### config.mk
export PLATFORM = sky130hd
export DESIGN_NAME = usbc_src_attach
export DESIGN_NICKNAME = d
export VERILOG_FILES = /design/src/rtl/usbc_src_pkg.sv /design/src/rtl/cc_debounce.sv /design/src/rtl/term_classify.sv /design/src/rtl/attach_fsm.sv /design/src/rtl/usbc_src_attach.sv
export SDC_FILE = /design/constraint.sdc
export NUM_CORES = 1
export LEC_CHECK = 0
export BUFFER_PORTS_ARGS = -buffer_cell sky130_fd_sc_hd__buf_4
export CORE_MARGIN = 1
export CORE_UTILIZATION = 46
export CTS_CLUSTER_DIAMETER = 100
export CTS_CLUSTER_SIZE = 40
export DETAILED_ROUTE_END_ITERATION = 16
export PLACE_DENSITY_LB_ADDON = 0.15
export SYNTH_ARGS = -nofsm -noshare
export SYNTH_HDL_FRONTEND = slang
export SYNTH_SLANG_ARGS = --single-unit
export TNS_END_PERCENT = 50
### constraint.sdc
create_clock -name clk_i -period 2.9 [get_ports clk_i]
set_input_delay 0.145 -clock clk_i [delete_from_list [all_inputs] [get_ports clk_i]]
set_output_delay 0.145 -clock clk_i [all_outputs]
set_load 0.005 [all_outputs]
### src/rtl/usbc_src_pkg.sv
`timescale 1ns/1ps
package usbc_src_pkg;
  typedef enum logic [1:0] {
    TERM_OPEN = 2'b00,
    TERM_RD   = 2'b01,
    TERM_RA   = 2'b10,
    TERM_RSVD = 2'b11
  } term_e;

  typedef enum logic [2:0] {
    ST_UNATTACHED,
    ST_ATTACH_WAIT,
    ST_ATTACHED,
    ST_VCONN_ON,
    ST_CABLE_READY
  } state_e;

  localparam int unsigned NUM_CC = 2;
endpackage

### src/rtl/cc_debounce.sv
`timescale 1ns/1ps
module cc_debounce #(
  parameter int unsigned CNT_W = 16
) (
  input  logic             clk_i,
  input  logic             rst_ni,
  input  logic [1:0]       cc1_i,
  input  logic [1:0]       cc2_i,
  input  logic [CNT_W-1:0] limit_i,
  output logic [1:0]       cc1_o,
  output logic [1:0]       cc2_o,
  output logic             stable_o
);
  import usbc_src_pkg::*;

  logic [NUM_CC-1:0][1:0] raw;
  logic [NUM_CC-1:0][1:0] samp_q;
  logic [NUM_CC-1:0]      pin_chg;
  logic [CNT_W-1:0]       cnt_q;
  logic                   any_chg;

  assign raw[0] = cc1_i;
  assign raw[1] = cc2_i;

  for (genvar p = 0; p < NUM_CC; p++) begin : g_pin
    always_ff @(posedge clk_i or negedge rst_ni) begin
      if (!rst_ni) samp_q[p] <= TERM_OPEN;
      else         samp_q[p] <= raw[p];
    end
    assign pin_chg[p] = (raw[p] != samp_q[p]);
  end

  assign any_chg = |pin_chg;

  always_ff @(posedge clk_i or negedge rst_ni) begin
    if (!rst_ni)                cnt_q <= '0;
    else if (any_chg)           cnt_q <= '0;
    else if (cnt_q != {CNT_W{1'b1}}) cnt_q <= cnt_q + 1'b1;
  end

  assign cc1_o    = samp_q[0];
  assign cc2_o    = samp_q[1];
  assign stable_o = (cnt_q >= limit_i);

  // any code change restarts the stability window
  a_r8_change_restarts: assert property (@(posedge clk_i) disable iff (!rst_ni)
    (cc1_i != cc1_o || cc2_i != cc2_o) |=> (cnt_q == '0));
endmodule

### src/rtl/term_classify.sv
`timescale 1ns/1ps
module term_classify (
  input  logic [1:0] cc1_i,
  input  logic [1:0] cc2_i,
  output logic       sink_valid_o,
  output logic       rd_on_cc2_o,
  output logic       ra_other_o,
  output logic       open1_o,
  output logic       open2_o
);
  import usbc_src_pkg::*;

  logic rd1, rd2, ra1, ra2;

  always_comb begin
    rd1 = (cc1_i == TERM_RD);
    rd2 = (cc2_i == TERM_RD);
    ra1 = (cc1_i == TERM_RA);
    ra2 = (cc2_i == TERM_RA);
    // reserved code reads as open
    open1_o      = (cc1_i == TERM_OPEN) || (cc1_i == TERM_RSVD);
    open2_o      = (cc2_i == TERM_OPEN) || (cc2_i == TERM_RSVD);
    sink_valid_o = rd1 ^ rd2;
    rd_on_cc2_o  = rd2;
    ra_other_o   = rd1 ? ra2 : ra1;
  end
endmodule

### src/rtl/attach_fsm.sv
`timescale 1ns/1ps
module attach_fsm #(
  parameter int unsigned CNT_W = 16
) (
  input  logic             clk_i,
  input  logic             rst_ni,
  input  logic             stable_i,
  input  logic             sink_valid_i,
  input  logic             rd_on_cc2_i,
  input  logic             ra_other_i,
  input  logic             open1_i,
  input  logic             open2_i,
  input  logic [CNT_W-1:0] settle_i,
  output logic             attached_o,
  output logic             flipped_o,
  output logic             emarked_o,
  output logic             vbus_en_o,
  output logic [1:0]       vconn_en_o,
  output logic             cable_cmd_ok_o
);
  import usbc_src_pkg::*;

  state_e           state_q;
  logic             flip_q, emark_q;
  logic [CNT_W-1:0] settle_q;
  logic             comm_open, detach, vconn_on;

  assign comm_open = flip_q ? open2_i : open1_i;
  assign detach    = stable_i && comm_open;

  always_ff @(posedge clk_i or negedge rst_ni) begin
    if (!rst_ni) begin
      state_q  <= ST_UNATTACHED;
      flip_q   <= 1'b0;
      emark_q  <= 1'b0;
      settle_q <= '0;
    end else begin
      unique case (state_q)
        ST_UNATTACHED: begin
          flip_q  <= 1'b0;
          emark_q <= 1'b0;
          if (sink_valid_i) state_q <= ST_ATTACH_WAIT;
        end
        ST_ATTACH_WAIT: begin
          if (!sink_valid_i) state_q <= ST_UNATTACHED;
          else if (stable_i) begin
            state_q <= ST_ATTACHED;
            flip_q  <= rd_on_cc2_i;
            emark_q <= ra_other_i;
          end
        end
        ST_ATTACHED: begin
          if (detach) state_q <= ST_UNATTACHED;
          else if (emark_q) begin
            state_q  <= ST_VCONN_ON;
            settle_q <= '0;
          end
        end
        ST_VCONN_ON: begin
          if (detach)                    state_q  <= ST_UNATTACHED;
          else if (settle_q >= settle_i) state_q  <= ST_CABLE_READY;
          else                           settle_q <= settle_q + 1'b1;
        end
        ST_CABLE_READY: begin
          if (detach) state_q <= ST_UNATTACHED;
        end
        default: state_q <= ST_UNATTACHED;
      endcase
    end
  end

  assign attached_o     = (state_q == ST_ATTACHED) || vconn_on || (state_q == ST_CABLE_READY);
  assign vconn_on       = (state_q == ST_VCONN_ON) || (state_q == ST_CABLE_READY);
  assign vbus_en_o      = attached_o;
  assign flipped_o      = attached_o && flip_q;
  assign emarked_o      = attached_o && emark_q;
  assign vconn_en_o     = vconn_on ? (flip_q ? 2'b01 : 2'b10) : 2'b00;
  assign cable_cmd_ok_o = (state_q == ST_CABLE_READY);

  // VBUS only rises from a debounced valid sink
  a_r2_vbus_rise: assert property (@(posedge clk_i) disable iff (!rst_ni)
    $rose(vbus_en_o) |-> $past(state_q == ST_ATTACH_WAIT && stable_i && sink_valid_i));
  // VCONN on at most one pin, only entered from the attached state
  a_r4_vconn_onehot: assert property (@(posedge clk_i) disable iff (!rst_ni)
    $onehot0(vconn_en_o));
  a_r4_vconn_after_orient: assert property (@(posedge clk_i) disable iff (!rst_ni)
    $rose(vconn_on) |-> $past(state_q == ST_ATTACHED));
  // ready only after the settle window elapsed
  a_r5_ready_after_settle: assert property (@(posedge clk_i) disable iff (!rst_ni)
    $rose(cable_cmd_ok_o) |-> $past(state_q == ST_VCONN_ON && settle_q >= settle_i));
  // no VCONN without a marked cable
  a_r6_no_vconn_unmarked: assert property (@(posedge clk_i) disable iff (!rst_ni)
    (vconn_en_o != 2'b00) |-> emarked_o);
  // detach drops every output on the next edge
  a_r9_detach_off: assert property (@(posedge clk_i) disable iff (!rst_ni)
    (detach && state_q != ST_UNATTACHED && state_q != ST_ATTACH_WAIT)
      |=> (!vbus_en_o && vconn_en_o == 2'b00 && !cable_cmd_ok_o));
  // settle counter starts at zero on each entry
  a_r10_settle_restart: assert property (@(posedge clk_i) disable iff (!rst_ni)
    $rose(vconn_on) |-> (settle_q == '0));
endmodule

### src/rtl/usbc_src_attach.sv
`timescale 1ns/1ps
module usbc_src_attach #(
  parameter int unsigned CNT_W = 16
) (
  input  logic             clk_i,
  input  logic             rst_ni,
  input  logic [1:0]       cc1_term_i,
  input  logic [1:0]       cc2_term_i,
  input  logic [CNT_W-1:0] debounce_cycles_i,
  input  logic [CNT_W-1:0] settle_cycles_i,
  output logic             attached_o,
  output logic             flipped_o,
  output logic             emarked_o,
  output logic             vbus_en_o,
  output logic [1:0]       vconn_en_o,
  output logic             cable_cmd_ok_o
);
  logic [1:0] cc1_db, cc2_db;
  logic       stable, sink_valid, rd_on_cc2, ra_other, open1, open2;

  cc_debounce #(.CNT_W(CNT_W)) u_deb (
    .clk_i    (clk_i),
    .rst_ni   (rst_ni),
    .cc1_i    (cc1_term_i),
    .cc2_i    (cc2_term_i),
    .limit_i  (debounce_cycles_i),
    .cc1_o    (cc1_db),
    .cc2_o    (cc2_db),
    .stable_o (stable)
  );

  term_classify u_cls (
    .cc1_i        (cc1_db),
    .cc2_i        (cc2_db),
    .sink_valid_o (sink_valid),
    .rd_on_cc2_o  (rd_on_cc2),
    .ra_other_o   (ra_other),
    .open1_o      (open1),
    .open2_o      (open2)
  );

  attach_fsm #(.CNT_W(CNT_W)) u_fsm (
    .clk_i          (clk_i),
    .rst_ni         (rst_ni),
    .stable_i       (stable),
    .sink_valid_i   (sink_valid),
    .rd_on_cc2_i    (rd_on_cc2),
    .ra_other_i     (ra_other),
    .open1_i        (open1),
    .open2_i        (open2),
    .settle_i       (settle_cycles_i),
    .attached_o     (attached_o),
    .flipped_o      (flipped_o),
    .emarked_o      (emarked_o),
    .vbus_en_o      (vbus_en_o),
    .vconn_en_o     (vconn_en_o),
    .cable_cmd_ok_o (cable_cmd_ok_o)
  );
endmodule

==> impl_results.md, run 1 <==
- Core area: around 0.006 sq mm
- First-pass GRT wire length: 10400 um
- Largest net degree at the start of global routing: 42
- Clock Skew: between 7 and 8 ps
- DRC violations left: 0
- Clock tree buffer depth: 2
- CTS Root Cell: clkbuf_8
- Fmax: a little under 400 MHz
- Dpl hpwl: 4570 um
- Inst Count DP: 455
- DIE HEIGHT: 81.8 um
- Slew Limit Headroom: 0.489
- Final net count: 466
- CP Data Required Time: 3100 ps
- Worst-path clk slew: 80 ps
- Most common cell after layout, fill and taps aside: buf_4
- Fin. Hold Viols: 0
- Multi-input gate area: 0.00173 sq mm
- Hold crit path type: in -> async
- Part of the cycle the worst path needs: 0.892
- H-tree level count: 2
- Critical path capture point type: flip-flop
- WP data arrival: between 2000 and 3000 ps
- Outcome: complete, no violations
- Post-synthesis sequential area ratio: 0.350
- Final Non-Filler Cells: 468
- TritonCTS clock tree: done
- Ys Warns: 0
- Total wire length: 5910 um
- FILL cells: 585
- Max-slew violations: 0
- Most frequent cells in the layout: buf_4 (46), dfrtp_1 (41), inv_1 (40), ha_1 (36)
- Mapped cell area: between 0.002 and 0.003 sq mm
- Initial Util: 0.486
- Avg Cell Area, Syn: 8.61 sq um
- N_diodes: 0
- Dominant synthesized flop cell: dfrtp_1
- Worst-Margin Slew: 764 ps
- Cell Chain, Critical Path: ha_1 > a21oi_1 > o21ai_0 > a2111o_1 > a21oi_2 > nor2_1 > or2_1 > o311ai_1
- Ys async rst share: 1.00
- Post-synth EDFFs: 0
- Critical Setup Path Class: reg -> reg
- Ports: 45
- Setup Buffers After CTS: 0
- Leak Pwr: 0.00172 uW
- Max incr delay on CP: around 440 ps
- CTS buffer count: 5
- # port buffers: 44
- CP max FO: 13
- Syn Nets: 414
- Horiz. Die Dim: just over 80 um
- Peak supply drop: between 0.2 and 0.25 mV
- RSZ-0062 raised after global routing: no
- All-Layer GR Usage: 0.201
- Max-cap violations: 0
- Pwr/cell area: 407 mW/mm^2
- CP max-delay cell: dfrtp_1
- Final GP Congestion: 0.798
- Area Overhead vs Synth: 18.6%
- Share of cells above drive strength 1: 0.150
- GR Overflow Total: 0
- Via count: 2522
- Die ar.: roughly 0.0067 sq mm
- # rows: 28
- Crit path time final: 2590 ps
- Worst-skew pair later-pin latency: 290 ps
- Critical Path Source Type: flip-flop
- DRT iter0 DRCs: 94
- DR WL/cell: 12.6 um
- Vias in the first global route: 2422
- Endpoints failing setup: 0
- Cells after Synth: 340
- Setup TNS: 0 ps
- TritonRoute pass-1 iters: 4
- FF+latch count, synth: 41
- Register area: just over 0.001 sq mm
- Synth cell types: 49
- Via/cell ratio: 5.39
- CTS sink count: 41
- Antenna-violating nets left: 0
- Post-CTS sizing: 0
- Initial antenna violation count: 0
==> power by group <==
part / total (uW) / internal, uW / switching, uW
combinational: 334 / 169 / 165
clock: 363 / 167 / 196
sequential: 718 / 636 / 82.4
==> area by class of cell <==
cell class              instances  area share
well taps                      75      0.0270
clock inverters                 2     0.00288
repair buffers                 51       0.114
multi-input cells             253       0.497
flip-flops and latches         41       0.295
clock buffers                   6      0.0209
inverters                      40      0.0432
==> critical path: cells and delay by family (launching register included) <==
family	cells	cell delay, ps
fa+ha+maj	1	330
flops	1	440
compound gates	5	1190
simple gates	2	540
==> stage by stage <==
step / total power, uW / util / area [sq um] / setup WS, ps / hold WS [ps]
after CTS: 1440 / 0.577 / 3470 / 289 / 386
final: 1410 / 0.577 / 3470 / 312 / 374
after global routing: 1530 / 0.577 / 3470 / 58.9 / 433
after detailed placement: 1060 / 0.555 / 3340 / 303 / 168
after floorplan: 936 / - / 2930 / 650 / -151
after global placement: 1050 / 0.555 / 3340 / 361 / 172
==> Yosys cell counts, types with 2 or more instances <==
master,n,area [sq um]
and4_1,2,17.5
and2_1,3,18.8
clkbuf_1,4,15.0
a31oi_1,2,12.5
nand2b_1,9,56.3
a22o_1,4,35.0
xor2_1,9,78.8
nor2b_1,4,25.0
xnor2_1,8,70.1
nand4_1,8,50.1
dfrtp_1,41,1030
or3_1,2,12.5
nand3_1,15,75.1
inv_1,40,150
o31ai_1,2,15.0
nor3_1,7,35.0
ha_1,36,450
nand2_1,21,78.8
a211oi_1,4,30.0
nor2_1,35,131
o21ai_0,35,175
and3_1,11,68.8
a21oi_1,10,50.1
mux2i_1,3,30.0
==> metal layers <==
layer  track usage  routed length (um)  part of all wire  vias to the layer above
met3        0.0400                 186             0.031                       10
met4        0.0526                  70             0.012                        0
met5             0                   0                 0                        -
li1              -                   -                 -                     1294
met1         0.255                2870              0.49                     1181
met2         0.346                2790              0.47                       37
==> flip-flops by register name, indices dropped and copies added, names as in the netlist <==
| register | flops |
|---|---|
| u_fsm.state_q | 3 |
| u_fsm.flip_q | 1 |
| u_deb.cnt_q | 16 |
| u_deb.cc2_o | 2 |
| u_fsm.emark_q | 1 |
| u_fsm.settle_q | 16 |
| u_deb.cc1_o | 2 |
==> logic make-up (layout without fill, tap and decap cells) <==
kind of cell,after synthesis,in the layout,share of synthesized area
DFF,41,41,0.350
AOI/OAI and AO/OA,70,70,0.151
and+or+nand+nor,127,127,0.224
adders and majority gates,36,36,0.154
buffers and inverters,46,99,0.0602
muxes,3,3,0.0103
xor gates and xnor gates,17,17,0.0508
==> worst paths after layout <==
kind                               startpoint            endpoint  slack (ps)  cells past startpoint
setup / recovery              u_deb.cnt_q[11]  u_fsm.settle_q[10]         310                      8
hold / removal                         rst_ni  u_fsm.settle_q[15]         370                      2
setup reg to reg              u_deb.cnt_q[11]  u_fsm.settle_q[10]         310                      8
hold reg to reg            u_fsm.settle_q[11]  u_fsm.settle_q[11]         530                      1
max in group asynchronous              rst_ni   u_fsm.settle_q[6]        2160                      2
min in group clk_i              cc1_term_i[0]      u_deb.cc1_o[0]         520                      2
==> repair_timing <==
| item | 4_1_cts | 5_1_grt |
|---|---|---|
| hold endpoints to repair | 45 | 0 |
| hold buffers | 5 | 0 |
| setup endpoints to repair | 0 | 0 |
Note: power is estimated with default switching activity, not from simulation.
==> run 2: changes to the inputs <==
Settings changed: CORE_UTILIZATION 46 to 52, CTS_CLUSTER_SIZE 40 to unset.
Clock period 2.9 ns to 2.2 ns, I/O delays scaled along.
==> run 2 against run 1 <==
Clock power up 40%. Register-to-register slack worse by 420 ps. Die area down 11%. Combinational power up 99%. Clock-buffer cell count down 1. The flow now finishes with violations (setup timing). Final cell count up 8.3%. Non-clock buffer count up 44.
==> impl_results.md, run 2 (same netlist as run 1, synthesis figures left out) <==
- Outcome: complete, but fails checks
- Failing checks: setup timing
- Final GP Congestion: 0.809 (+1.4%)
- Pwr Total: 2080 uW (+47%)
- Part of the cycle the worst path needs: 1.05 (+0.155)
- WP data arrival: 2550 ps (-230 ps)
- Max incr delay on CP: 490 ps (+50 ps)
- CP Data Required Time: 2440 ps (-660 ps)
- Critical Setup Path Class: reg -> reg
- Most common cell after layout, fill and taps aside: buf_4
- N_diodes: 0 (unchanged)
- Hold crit path type: in -> async
- CP max FO: 2 (-11)
- Leak Pwr: 0.00198 uW (+15%)
- CTS sink count: 41 (unchanged)
- H-tree level count: 2 (unchanged)
- Most frequent cells in the layout: buf_4 (87), dfrtp_1 (41), inv_1 (40), nor2_1 (34), ha_1 (32)
- Initial Util: 0.556 (+0.0697)
- DR WL/cell: 13.4 um (+6.4%)
- Share of cells above drive strength 1: 0.297 (+0.147)
- Critical Path Source Type: flip-flop
- Clock tree buffer depth: 2 (unchanged)
- Worst-skew pair later-pin latency: 300 ps (about the same)
- Peak supply drop: 0.383 mV (+57%)
- Crit path time final: 2300 ps (-283 ps)
- All-Layer GR Usage: 0.242 (+0.0406)
- Area Overhead vs Synth: 36.4%
- # port buffers: 44 (unchanged)
- Worst-Margin Slew: 546 ps (-217 ps)
- Placed Area: 0.00367 sq mm (+9.9%)
- WHS: 329 ps (-45.0 ps)
- Largest net degree at the start of global routing: 42 (unchanged)
- Critical path capture point type: flip-flop
- Core area: 0.00527 sq mm (-13%)
- DRT iter0 DRCs: 125 (+33%)
- Ports: 45 (unchanged)
- Post-route cell area: 0.00400 sq mm (+15%)
- Vias in the first global route: 2697 (+11%)
- Final net count: 510 (+9.4%)
- Regs by FF count: u_deb.cnt_q (16), u_fsm.settle_q (16), u_fsm.state_q (3)
- Die ar.: 0.00594 sq mm (-11%)
- Pwr/cell area: 521 mW/mm^2 (+28%)
- Max-cap violations: 0 (unchanged)
- Cell Chain, Critical Path: ha_1 > a21oi_1 > o21ai_1 > or3_4 > a211oi_4 > o22ai_2 > or4b_1 > nand2_1
- TritonCTS clock tree: done
- Setup TNS: -599 ps (-599 ps)
- CP max-delay cell: or4b_1
- GR Overflow Total: 0 (unchanged)
- Antenna-violating nets left: 0 (unchanged)
- Endpoints failing setup: 14 (+14)
- RSZ-0062 raised after global routing: yes
- Initial antenna violation count: 0 (unchanged)
- TritonRoute pass-1 iters: 4 (unchanged)
- First-pass GRT wire length: 11700 um (+12%)
- Total wire length: 6810 um (+15%)
- Final setup margin: -105 ps (-417 ps)
- Via/cell ratio: 5.51 (+2.3%)
- # rows: 26 (-7.1%)
- Slew Limit Headroom: 0.636 (+0.146)
- Crit path max-delay family: simple AND/OR/NAND/NOR gates
- CP Buf/Inv Count: 0 (unchanged)
- Max-slew violations: 0 (unchanged)
- Final core occ: 0.758 (+0.181)
- DRC violations left: 0 (unchanged)
- Worst-path clk slew: 90 ps (about the same)
- CTS buffer count: 5 (unchanged)
- Fin. Hold Viols: 0 (unchanged)
- DIE HEIGHT: 77.1 um (-5.8%)
- Via count: 2795 (+11%)
- Dpl hpwl: 4980 um (+8.9%)
- Fmax: 434 MHz (+12%)
- CTS Root Cell: clkbuf_8
- Horiz. Die Dim: 77.1 um (-5.8%)
- Clock Skew: 6.57 ps (-0.433 ps)
-- run 2: cell count changes in the layout (fill, tap and decap cells not counted), moves of 3 or more --
cell,before,now
o21ai_1,0,13
buf_4,46,87
ha_1,36,32
o21ai_2,0,6
o21ai_0,35,16
a21oi_1,10,7
ha_4,0,4
buf_6,0,3
-- run 2: layout make-up --
type | count | area, sq um
multi-input combinational | 253 | 1910
clock inverter | 3 | 17.5
clock buffer | 5 | 68.8
inverter | 40 | 150
timing repair buffer | 95 | 737
tap | 70 | 87.6
sequential | 41 | 1030
fill | 400 | 1270
-- run 2: timing repair --
item                                    CTS  global route
setup buffers                             1             3
pin swaps                                14             7
endpoints found under the setup margin   19            20
hold buffers                              5             0
gates cloned                              1             0
hold endpoints to repair                 45             0
gates resized for setup                  25            25
-- run 2: per-stage QoR --
step | std cells | setup slack [ps]
6_report | 507 | -105
2_1_floorplan | 340 | -1.84
3_5_place_dp | 489 | -183
3_3_place_gp | 489 | -108
4_1_cts | 504 | -79.9
5_1_grt | 507 | -181
-- run 2: worst paths after layout --
path	slack, ps	from	end	cells past startpoint
setup / recovery	-100	u_fsm.settle_q[13]	u_fsm.settle_q[9]	8
hold / removal	330	rst_ni	u_fsm.settle_q[12]	2
setup reg to reg	-100	u_fsm.settle_q[13]	u_fsm.settle_q[9]	8
hold reg to reg	550	u_fsm.settle_q[0]	u_fsm.settle_q[0]	2
max in group asynchronous	1490	rst_ni	u_deb.cnt_q[0]	2
min in group clk_i	480	cc1_term_i[1]	u_deb.cc1_o[1]	2
-- run 2: where the power goes --
group / switching (uW) / internal [uW]
Clock: 288 / 220
Sequential: 69.4 / 838
Combinational: 331 / 335
-- run 2: per-layer routing --
metal | wire length, um | GRT usage | up-vias
met4 | 88 | 0.0623 | 0
met1 | 3130 | 0.309 | 1345
met3 | 231 | 0.0298 | 11
li1 | - | - | 1386
met5 | 0 | 0 | -
met2 | 3370 | 0.429 | 53
-- run 2: worst register-to-register path, cell delays in order (launching register included) --
cell and delay [ps]:
dfrtp_1 400, ha_1 300, a21oi_1 150, o21ai_1 100, or3_4 360, a211oi_4 230, o22ai_2 120, or4b_1 490
nand2_1 90
